`src/rtl/pci_cfg_pkg.sv`:
```
package pci_cfg_pkg;
   typedef enum logic [1:0] {
      DN_IO_RD  = 2'd0,
      DN_IO_WR  = 2'd1,
      DN_CFG_RD = 2'd2,
      DN_CFG_WR = 2'd3
   } dn_kind_e;

   typedef enum logic [1:0] {
      SZ_BYTE  = 2'd0,
      SZ_WORD  = 2'd1,
      SZ_DWORD = 2'd2
   } xfer_size_e;

   typedef enum logic [2:0] {
      ACT_AREG_WR,
      ACT_AREG_RD,
      ACT_BUS,
      ACT_TRAP,
      ACT_ABORT
   } act_e;

   typedef enum logic [1:0] {
      ST_IDLE,
      ST_BUSY,
      ST_DONE
   } st_e;
endpackage

```
`src/rtl/pci_cfg_idsel.sv`:
```
module pci_cfg_idsel #(
   parameter int AD_W      = 32,
   parameter int DEV_W     = 5,
   parameter int IDSEL_LSB = 11,
   parameter int NUM_DEV   = 21
) (
   input  logic [DEV_W-1:0] dev,
   output logic [AD_W-1:0]  idsel_vec,
   output logic             hit
);
   for (genvar b = 0; b < AD_W; b++) begin : g_bit
      if (b >= IDSEL_LSB && b < IDSEL_LSB + NUM_DEV) begin : g_sel
         assign idsel_vec[b] = (dev == DEV_W'(b - IDSEL_LSB + 1));
      end else begin : g_zero
         assign idsel_vec[b] = 1'b0;
      end
   end

   assign hit = |idsel_vec;
endmodule

```
`src/rtl/pci_cfg_classify.sv`:
```
module pci_cfg_classify
   import pci_cfg_pkg::*;
#(
   parameter int          PORT_W    = 16,
   parameter int          DEV_W     = 5,
   parameter int          BUS_W     = 8,
   parameter logic [15:0] ADDR_PORT = 16'h0CF8,
   parameter logic [15:0] DATA_PORT = 16'h0CFC
) (
   input  logic [PORT_W-1:0]     host_addr,
   input  logic [1:0]            host_size,
   input  logic                  host_we,
   input  logic                  cfg_en,
   input  logic [DEV_W-1:0]      cfg_dev,
   input  logic [BUS_W-1:0]      cfg_bus,
   input  logic [2**DEV_W-1:0]   virt_dev_mask,
   input  logic                  virt_bus_en,
   input  logic [BUS_W-1:0]      virt_bus_num,
   input  logic                  idsel_hit,
   output act_e                  act,
   output dn_kind_e              kind
);
   logic is_aport, is_dport, trap;

   assign is_aport = (host_addr == PORT_W'(ADDR_PORT));
   assign is_dport = (host_addr == PORT_W'(DATA_PORT));
   assign trap     = virt_dev_mask[cfg_dev] | (virt_bus_en && (cfg_bus == virt_bus_num));

   always_comb begin
      kind = host_we ? DN_IO_WR : DN_IO_RD;
      act  = ACT_BUS;
      if (is_aport && (xfer_size_e'(host_size) == SZ_DWORD)) begin
         act = host_we ? ACT_AREG_WR : ACT_AREG_RD;
      end else if (is_dport && cfg_en) begin
         kind = host_we ? DN_CFG_WR : DN_CFG_RD;
         if (trap)           act = ACT_TRAP;
         else if (idsel_hit) act = ACT_BUS;
         else                act = ACT_ABORT;
      end
   end
endmodule

```
`src/rtl/pci_cfg_gen.sv`:
```
module pci_cfg_gen
   import pci_cfg_pkg::*;
#(
   parameter int          AD_W      = 32,
   parameter int          PORT_W    = 16,
   parameter int          DEV_W     = 5,
   parameter int          BUS_W     = 8,
   parameter int          IDSEL_LSB = 11,
   parameter int          NUM_DEV   = 21,
   parameter logic [15:0] ADDR_PORT = 16'h0CF8,
   parameter logic [15:0] DATA_PORT = 16'h0CFC
) (
   input  logic                clk,
   input  logic                rst_n,
   input  logic                host_valid,
   input  logic                host_we,
   input  logic [PORT_W-1:0]   host_addr,
   input  logic [1:0]          host_size,
   input  logic [AD_W-1:0]     host_wdata,
   output logic [AD_W-1:0]     host_rdata,
   output logic                host_ready,
   input  logic [2**DEV_W-1:0] virt_dev_mask,
   input  logic                virt_bus_en,
   input  logic [BUS_W-1:0]    virt_bus_num,
   output logic                smi_pulse,
   output logic                dn_req,
   output logic [1:0]          dn_kind,
   output logic [AD_W-1:0]     dn_addr,
   output logic [1:0]          dn_size,
   output logic [AD_W-1:0]     dn_wdata,
   input  logic                dn_ack,
   input  logic [AD_W-1:0]     dn_rdata
);
   localparam int FN_LSB  = 8;
   localparam int DEV_LSB = FN_LSB + 3;
   localparam int BUS_LSB = DEV_LSB + DEV_W;
   localparam int EN_BIT  = AD_W - 1;

   if (AD_W < 32) begin : g_bad_ad_w
      $error("pci_cfg_gen: AD_W must be at least 32");
   end
   if (IDSEL_LSB < DEV_LSB) begin : g_bad_lsb
      $error("pci_cfg_gen: IDSEL_LSB overlaps function/register bits");
   end
   if (IDSEL_LSB + NUM_DEV > AD_W) begin : g_bad_ndev
      $error("pci_cfg_gen: device-select bits exceed AD width");
   end
   if (NUM_DEV >= 2**DEV_W) begin : g_bad_dev_w
      $error("pci_cfg_gen: DEV_W too narrow for NUM_DEV");
   end
   if (BUS_LSB + BUS_W > EN_BIT) begin : g_bad_bus
      $error("pci_cfg_gen: bus field collides with enable bit");
   end

   st_e             state_q;
   logic [AD_W-1:0] cfg_addr_q;
   logic            dn_req_q, smi_q;
   dn_kind_e        dn_kind_q;
   logic [AD_W-1:0] dn_addr_q, dn_wdata_q, rdata_q;
   logic [1:0]      dn_size_q;

   logic [AD_W-1:0] idsel_vec;
   logic            idsel_hit;
   act_e            act;
   dn_kind_e        kind;

   pci_cfg_idsel #(
      .AD_W(AD_W), .DEV_W(DEV_W), .IDSEL_LSB(IDSEL_LSB), .NUM_DEV(NUM_DEV)
   ) u_idsel (
      .dev       (cfg_addr_q[DEV_LSB +: DEV_W]),
      .idsel_vec (idsel_vec),
      .hit       (idsel_hit)
   );

   pci_cfg_classify #(
      .PORT_W(PORT_W), .DEV_W(DEV_W), .BUS_W(BUS_W),
      .ADDR_PORT(ADDR_PORT), .DATA_PORT(DATA_PORT)
   ) u_classify (
      .host_addr     (host_addr),
      .host_size     (host_size),
      .host_we       (host_we),
      .cfg_en        (cfg_addr_q[EN_BIT]),
      .cfg_dev       (cfg_addr_q[DEV_LSB +: DEV_W]),
      .cfg_bus       (cfg_addr_q[BUS_LSB +: BUS_W]),
      .virt_dev_mask (virt_dev_mask),
      .virt_bus_en   (virt_bus_en),
      .virt_bus_num  (virt_bus_num),
      .idsel_hit     (idsel_hit),
      .act           (act),
      .kind          (kind)
   );

   always_ff @(posedge clk) begin
      if (!rst_n) begin
         state_q    <= ST_IDLE;
         cfg_addr_q <= '0;
         dn_req_q   <= 1'b0;
         smi_q      <= 1'b0;
         dn_kind_q  <= DN_IO_RD;
         dn_addr_q  <= '0;
         dn_wdata_q <= '0;
         dn_size_q  <= '0;
         rdata_q    <= '0;
      end else begin
         case (state_q)
            ST_IDLE: if (host_valid) begin
               state_q <= ST_DONE;
               rdata_q <= '1;
               case (act)
                  ACT_AREG_WR: begin
                     cfg_addr_q <= host_wdata;
                     rdata_q    <= '0;
                  end
                  ACT_AREG_RD: rdata_q <= cfg_addr_q;
                  ACT_TRAP:    smi_q   <= 1'b1;
                  ACT_BUS: begin
                     state_q    <= ST_BUSY;
                     dn_req_q   <= 1'b1;
                     dn_kind_q  <= kind;
                     dn_size_q  <= host_size;
                     dn_wdata_q <= host_wdata;
                     if (kind == DN_CFG_RD || kind == DN_CFG_WR)
                        dn_addr_q <= idsel_vec | AD_W'({cfg_addr_q[DEV_LSB-1:2], 2'b00});
                     else
                        dn_addr_q <= AD_W'(host_addr);
                  end
                  default: ;
               endcase
            end
            ST_BUSY: if (dn_ack) begin
               dn_req_q <= 1'b0;
               rdata_q  <= dn_rdata;
               state_q  <= ST_DONE;
            end
            default: begin
               smi_q   <= 1'b0;
               state_q <= ST_IDLE;
            end
         endcase
      end
   end

   assign host_ready = (state_q == ST_DONE);
   assign host_rdata = rdata_q;
   assign smi_pulse  = smi_q;
   assign dn_req     = dn_req_q;
   assign dn_kind    = dn_kind_q;
   assign dn_addr    = dn_addr_q;
   assign dn_size    = dn_size_q;
   assign dn_wdata   = dn_wdata_q;
endmodule

```
`config.mk`:
```
export PLATFORM = sky130hd
export DESIGN_NAME = pci_cfg_gen
export DESIGN_NICKNAME = d
export VERILOG_FILES = /design/src/rtl/pci_cfg_pkg.sv /design/src/rtl/pci_cfg_idsel.sv /design/src/rtl/pci_cfg_classify.sv /design/src/rtl/pci_cfg_gen.sv
export SDC_FILE = /design/constraint.sdc
export NUM_CORES = 1
export LEC_CHECK = 0
export CAP_MARGIN = 20
export CELL_PAD_IN_SITES_DETAIL_PLACEMENT = 0
export CELL_PAD_IN_SITES_GLOBAL_PLACEMENT = 1
export CORE_AREA = 8 8 142 144
export DETAILED_ROUTE_END_ITERATION = 8
export DIE_AREA = 0 0 150 152
export GPL_TIMING_DRIVEN = 0
export PLACE_DENSITY = 0.92
export SLEW_MARGIN = 20
export SYNTH_ARGS = -nofsm -noshare
export SYNTH_HDL_FRONTEND = slang
export SYNTH_SLANG_ARGS = --single-unit
```
`constraint.sdc`:
```
create_clock -name clk -period 3.55 [get_ports clk]
set_clock_uncertainty 0.05 [all_clocks]
set_input_delay 0.355 -clock clk [delete_from_list [all_inputs] [get_ports clk]]
set_output_delay 0.355 -clock clk [all_outputs]
set_load 0.01 [all_outputs]
```
==> metrics.yaml, run 1 <==
status: "completed"
dieArea_um2: 22800
grt_usage_pct: 20.3
clkPwrFrac_pct: 43.1
power_w: 0.00404
fmax_mhz: 341
wire_per_inst_um: 19.3
finalHoldViolCount: 0
fp-row-count: 49
htreeDepth: 4
grt_max_degree: 17
worstMarginPinSlew_ns: 0.642
hold_class: "flop to flop"
synth_cell_types: 41
yosysSeqAreaShare_pct: 46.9
cts_resized: 0
die_h_um: 152
yosysTopAreaCell: "dfxtp_1"
port-buffer-count: 230
area_growth_pct: 54.6
gp_congestion: 0.847
ioPinCount: 231
relSlewSlack_pct: 56.8
layout-drive-gt1-share_pct: 5.41
async_reset_ff_share_pct: 0
clk_pin_slew_ns: 0.06
synth_area_um2: 5810
num_vias: 6297
worstPathArrival_ns: 3.24
drv_cap: 0
comb_power_share_pct: 15.8
grt_pass1_wl_um: 35800
synth_seq_cells: 136
cts-hold-fix-buffers: 0
coreArea_um2: 17800
drt-initial-drc-count: 364
yosysMostFrequentCell: "dfxtp_1"
internal-power_w: 0.00300
antenna_found_initial: 3
cts_setup_buffers: 0
place_area_um2: 8390
yosys_warnings: 0
routed_wl_um: 23300
synth_fp_nets: 845
cts_tree: "built"
grt_pass1_vias: 6370
gr-total-overflow: 0
initial_core_util_pct: 32.7
peakVddDrop_uv: 352
syn_inst: 717
p_switching_w: 0.00104
drt_first_pass_iters: 5
netlist.area_leader.share_pct: 46.9
clock_latency_ns: 0.43
cp-end-kind: "flop"
drc: 0
finalSetupTns_ns: 0
place_hpwl_um: 18100
fin_area_um2: 8980
synth.avg_cell_area_um2: 8.10
setup_viol_count_final: 0
layout.nets: 1094
p_sw_share_pct: 25.8
synth_commonest_cells: "dfxtp_1, nand2_1, a21oi_1, nand3_1, clkbuf_1"
p_leak_nw: 3.17
path_class: "input pin to flop"
critPathLaunchType: "input pin"
cts_root_buf: "clkbuf_16"
p_per_area_nw_per_um2: 450
crit_required_ns: 3.86
cts_buffers: 17
crit_fanout: 10
seqPwrFrac_pct: 41.1
viasPerCell: 5.21
synth-edff-count: 0
cts_sinks: 136
ant_nets: 0
slew_violations: 0
die_x_um: 150
rsz0062_at_grt: "no"
fillers: 1704
min_period_over_period_pct: 82.7
synth_flop_cell: "dfxtp_1"
synth_area_leaders: "dfxtp_1, nand2_1, a21oi_1"
period_needed_ns: 2.93
cts_buffer_depth: 2
==> power groups by stage <==
stage               Clock, W  Sequential (W)  Combinational (W)
floorplan                  0         0.00173           0.000193
global placement           0         0.00169           0.000635
detailed placement         0         0.00169           0.000638
CTS                  0.00176         0.00166           0.000641
global route         0.00183         0.00167           0.000688
finish               0.00174         0.00166           0.000637
==> worst paths after layout <==
path / cells past startpoint / end / startpoint / slack (ns)
worst min-delay path: 2 / host_rdata[22] / host_rdata[22] / 0.40
worst max register to register: 9 / dn_addr[26] / cfg_addr_q[12] / 0.71
worst min register to register: 2 / host_rdata[22] / host_rdata[22] / 0.40
worst max-delay path: 9 / dn_addr[26] / host_addr[13] / 0.62
==> layout make-up <==
cell class,instances,area (um^2),area share (%)
multi-input combinational,515,2810,31.3
tap,229,287,3.19
clock inverter,15,154,1.71
timing repair buffer,230,2300,25.6
buffer,63,259,2.89
antenna,1,2.50,0.0279
inverter,3,11.3,0.125
clock buffer,17,425,4.74
sequential,136,2720,30.3
==> registers in the layout (all words and copies together), names as in the netlist <==
register / count
smi_pulse: 1
host_rdata: 32
cfg_addr_q: 32
dn_addr: 32
dn_kind: 2
state_q: 2
dn_wdata: 32
dn_size: 2
dn_req: 1
==> metal layers <==
layer | up-vias | track usage [%] | wire length (um)
li1 | 3046 | - | -
met1 | 2910 | 24.0 | 9710
met2 | 286 | 31.5 | 10500
met3 | 51 | 7.90 | 2280
met4 | 4 | 9.57 | 787
met5 | - | 0 | 23
==> cell usage in the layout, fill, tap and decap left out, types with 6 or more instances in the layout <==
master / Yosys / final
a21oi_1: 88 / 88
a311oi_1: 6 / 6
and3_1: 8 / 8
buf_2: 12 / 12
clkbuf_1: 48 / 48
clkbuf_16: 0 / 17
clkdlybuf4s50_1: 0 / 230
dfxtp_1: 136 / 136
mux2i_1: 14 / 14
nand2_1: 130 / 130
nand3_1: 49 / 49
nor2_1: 40 / 40
nor2b_1: 8 / 8
nor3_1: 36 / 36
o21ai_0: 39 / 39
o2bb2ai_1: 12 / 12
o31ai_1: 30 / 30
xor2_1: 7 / 7
==> metrics by stage <==
step                      util (%)  hold WS, ns  setup WS, ns  instances
final                         50.5        0.399         0.616       1209
after global routing          50.5        0.423         0.413       1209
after CTS                     50.5        0.404         0.619       1208
after detailed placement      47.2        0.391         0.168       1176
after global placement        47.2        0.383         0.155       1176
after floorplan                  -        0.383          1.21        717
==> critical path, stage by stage <==
cell and delay (ns):
clkdlybuf4s50_1 0.43, or3_1 0.40, nor4_1 0.36, nand3_1 0.35, and2_1 0.27, clkbuf_1 0.22, a21oi_1 0.29, clkbuf_1 0.39
o2bb2ai_1 0.16
==> cells by family (layout without fill, tap and decap cells) <==
group	Yosys count	count (layout)	share of synthesized area [%]
AO/OA/AOI/OAI	199	199	20.6
XOR/XNOR	8	8	1.21
buffers and inverters	66	328	4.66
flip-flops	136	136	46.9
multiplexers	19	19	4.35
other	0	1	0
AND/OR/NAND/NOR	289	289	22.3
No activity file was read; power rests on OpenSTA's default activity.
==> inputs of run 2 (changes only) <==
--- a/config.mk
+++ b/config.mk
@@ -8,11 +8,11 @@
 export CAP_MARGIN = 20
 export CELL_PAD_IN_SITES_DETAIL_PLACEMENT = 0
 export CELL_PAD_IN_SITES_GLOBAL_PLACEMENT = 1
-export CORE_AREA = 8 8 142 144
+export CORE_AREA = 8 8 153 155
 export DETAILED_ROUTE_END_ITERATION = 8
-export DIE_AREA = 0 0 150 152
+export DIE_AREA = 0 0 161 163
 export GPL_TIMING_DRIVEN = 0
-export PLACE_DENSITY = 0.92
+export PLACE_DENSITY = 0.84
 export SLEW_MARGIN = 20
 export SYNTH_ARGS = -nofsm -noshare
 export SYNTH_HDL_FRONTEND = slang
==> constraint.sdc (replaced) <==
create_clock -name clk -period 2.41 [get_ports clk]
set_clock_uncertainty 0.05 [all_clocks]
set_input_delay 0.241 -clock clk [delete_from_list [all_inputs] [get_ports clk]]
set_output_delay 0.241 -clock clk [all_outputs]
set_load 0.01 [all_outputs]
==> run 2 against run 1 <==
The run now ends with negative setup slack left; final area rose by 7.3%; highest routed layer unchanged; sequential power increased by 48%; sequential share of layout area shrank 2.0 points; utilization fell by 4.2 points; global-route usage is 1.9 points lower; critical endpoint is now dn_wdata[10]; total power up 44%; largest cell class unchanged; wire length rose by 7.6%.
==> metrics.yaml, run 2 (synthesis gave the netlist of run 1 again) <==
multi_input_area_um2: 3150  # was 2810 um^2
drt-initial-drc-count: 325  # was 364
htreeDepth: 4  # unchanged
layout-drive-gt1-share_pct: 14.8  # was 5.41%
fmax_mhz: 407
ioPinCount: 231  # unchanged
clk_pin_slew_ns: 0.06  # about the same
num_vias: 6300  # was 6297
viasPerCell: 4.98  # was 5.21
fp-row-count: 53  # was 49
layout_commonest_cell: "clkdlybuf4s50_1"  # unchanged
die_x_um: 161  # was 150 um
setup_viol_count_final: 35  # was 0
dieArea_um2: 26200  # was 22800 um^2
cts_root_buf: "clkbuf_16"  # unchanged
coreArea_um2: 20800  # was 17800 um^2
grt_max_degree: 17  # unchanged
initial_core_util_pct: 27.9  # was 32.7%
finalWorstSetupSlack_ns: -0.0462  # was 0.616 ns
critPathLaunchType: "flop"  # was input pin
layout.nets: 1107  # was 1094
grt_usage_pct: 18.4  # was 20.3%
fin_area_um2: 9630  # was 8980 um^2
grt_pass1_vias: 6508  # was 6370
gr-total-overflow: 0  # unchanged
worstPathArrival_ns: 2.69  # was 3.24 ns
drv_cap: 0  # unchanged
finalSetupTns_ns: -0.908  # was 0 ns
cts_buffer_depth: 2  # unchanged
cp-end-kind: "flop"  # unchanged
pre_cts_ws_ns: -0.965  # was 0.168 ns
hold_class: "input pin to flop"  # was flop to flop
peakVddDrop_uv: 425  # was 352 uV
cts_buffers: 17  # unchanged
min_period_over_period_pct: 102
slew_violations: 0  # unchanged
antenna_found_initial: 4  # was 3
place_hpwl_um: 19300  # was 18100 um
area_growth_pct: 65.9  # was 54.6%
routed_wl_um: 25100  # was 23300 um
period_needed_ns: 2.46
ant_nets: 0  # unchanged
layout_common_cells: "clkdlybuf4s50_1, dfxtp_1, nand2_1, a21oi_1, nand3_1"  # unchanged
drt_first_pass_iters: 4  # was 5
finalHoldViolCount: 0  # unchanged
path_class: "flop to flop"  # was input pin to flop
relSlewSlack_pct: 57.5  # was 56.8%
grt_pass1_wl_um: 37400  # was 35800 um
p_per_area_nw_per_um2: 604  # was 450 nW/um^2
clock_latency_ns: 0.42  # was 0.43 ns
p_leak_nw: 3.42  # was 3.17 nW
port-buffer-count: 230  # unchanged
cts_sinks: 136  # unchanged
drc: 0  # unchanged
fillers: 2071  # was 1704
regArea_um2: 2730  # was 2720 um^2
power_w: 0.00582  # was 0.00404 W
instances_no_fill: 1266  # was 1209
violations: "negative setup slack"
crit_required_ns: 2.65  # was 3.86 ns
place_inst: 1222  # was 1176
rsz0062_at_grt: "yes"  # was no
status: "finished, violations left"  # was completed
wire_per_inst_um: 19.8  # was 19.3 um
die_h_um: 163  # was 152 um
gp_congestion: 0.836  # was 0.847
crit_fanout: 10  # unchanged
cts_tree: "built"  # unchanged
place_area_um2: 8450  # was 8390 um^2
worstMarginPinSlew_ns: 0.637  # was 0.642 ns
==> run 2: worst paths after layout <==
check              endpoint  slack, ns  depth (start not counted)            from
max            dn_wdata[10]      -0.05                          9  cfg_addr_q[12]
min          cfg_addr_q[11]       0.36                          3  host_wdata[11]
max reg2reg    dn_wdata[10]      -0.05                          9  cfg_addr_q[12]
min reg2reg  host_rdata[23]       0.40                          2  host_rdata[23]
==> run 2: area by class of cell <==
type                            instances  share of cell area (%)
Clock inverter                         10                   0.857
Antenna cell                            2                  0.0520
Multi-Input combinational cell        515                    32.7
Inverter                                3                   0.117
Sequential cell                       136                    28.3
Clock buffer                           19                    4.60
Tap cell                              275                    3.57
Timing Repair Buffer                  247                    25.8
Buffer                                 59                    3.97
==> run 2: critical path, stage by stage, from the launching register on <==
cell and delay, ns:
dfxtp_4 0.38, mux4_2 0.52, mux2i_4 0.18, nor3_2 0.07
a221o_1 0.34, o21a_2 0.25, buf_6 0.16, buf_8 0.15
o21ai_1 0.12, a21oi_1 0.08
==> run 2: where the power goes <==
part           internal, W  total, W  switching (W)  leakage (nW)
clock network      0.00141   0.00237       0.000955         0.256
registers          0.00238   0.00245      0.0000730          1.12
logic             0.000543   0.00100       0.000461          2.05
==> run 2: through the flow <==
step	hold WS (ns)	utilization, %
2_1_floorplan	0.285	-
3_3_place_gp	0.384	40.6
3_5_place_dp	0.390	40.6
4_1_cts	0.334	44.8
5_1_grt	0.356	46.3
6_report	0.355	46.3
==> run 2: layer usage <==
layer / track usage, % / wire, um / up-vias
met5: 0 / 27 / -
met1: 21.7 / 10500 / 2973
met4: 6.69 / 531 / 4
li1: - / - / 3076
met2: 31.0 / 12300 / 211
met3: 5.66 / 1650 / 36
==> run 2: timing repair <==
action,in CTS,in global routing
endpoints found under the setup margin,131,112
hold buffers,0,0
setup buffers,9,3
pin swaps,13,26
gates cloned,1,4
gates resized for setup,98,72
==> inputs of run 3 (changes only) <==
--- a/config.mk
+++ b/config.mk
@@ -13,7 +13,6 @@
 export DIE_AREA = 0 0 161 163
 export GPL_TIMING_DRIVEN = 0
 export PLACE_DENSITY = 0.84
-export SLEW_MARGIN = 20
 export SYNTH_ARGS = -nofsm -noshare
 export SYNTH_HDL_FRONTEND = slang
 export SYNTH_SLANG_ARGS = --single-unit
==> results of run 3 <==
Final layout, timing and power as in run 2 (identical DEF).
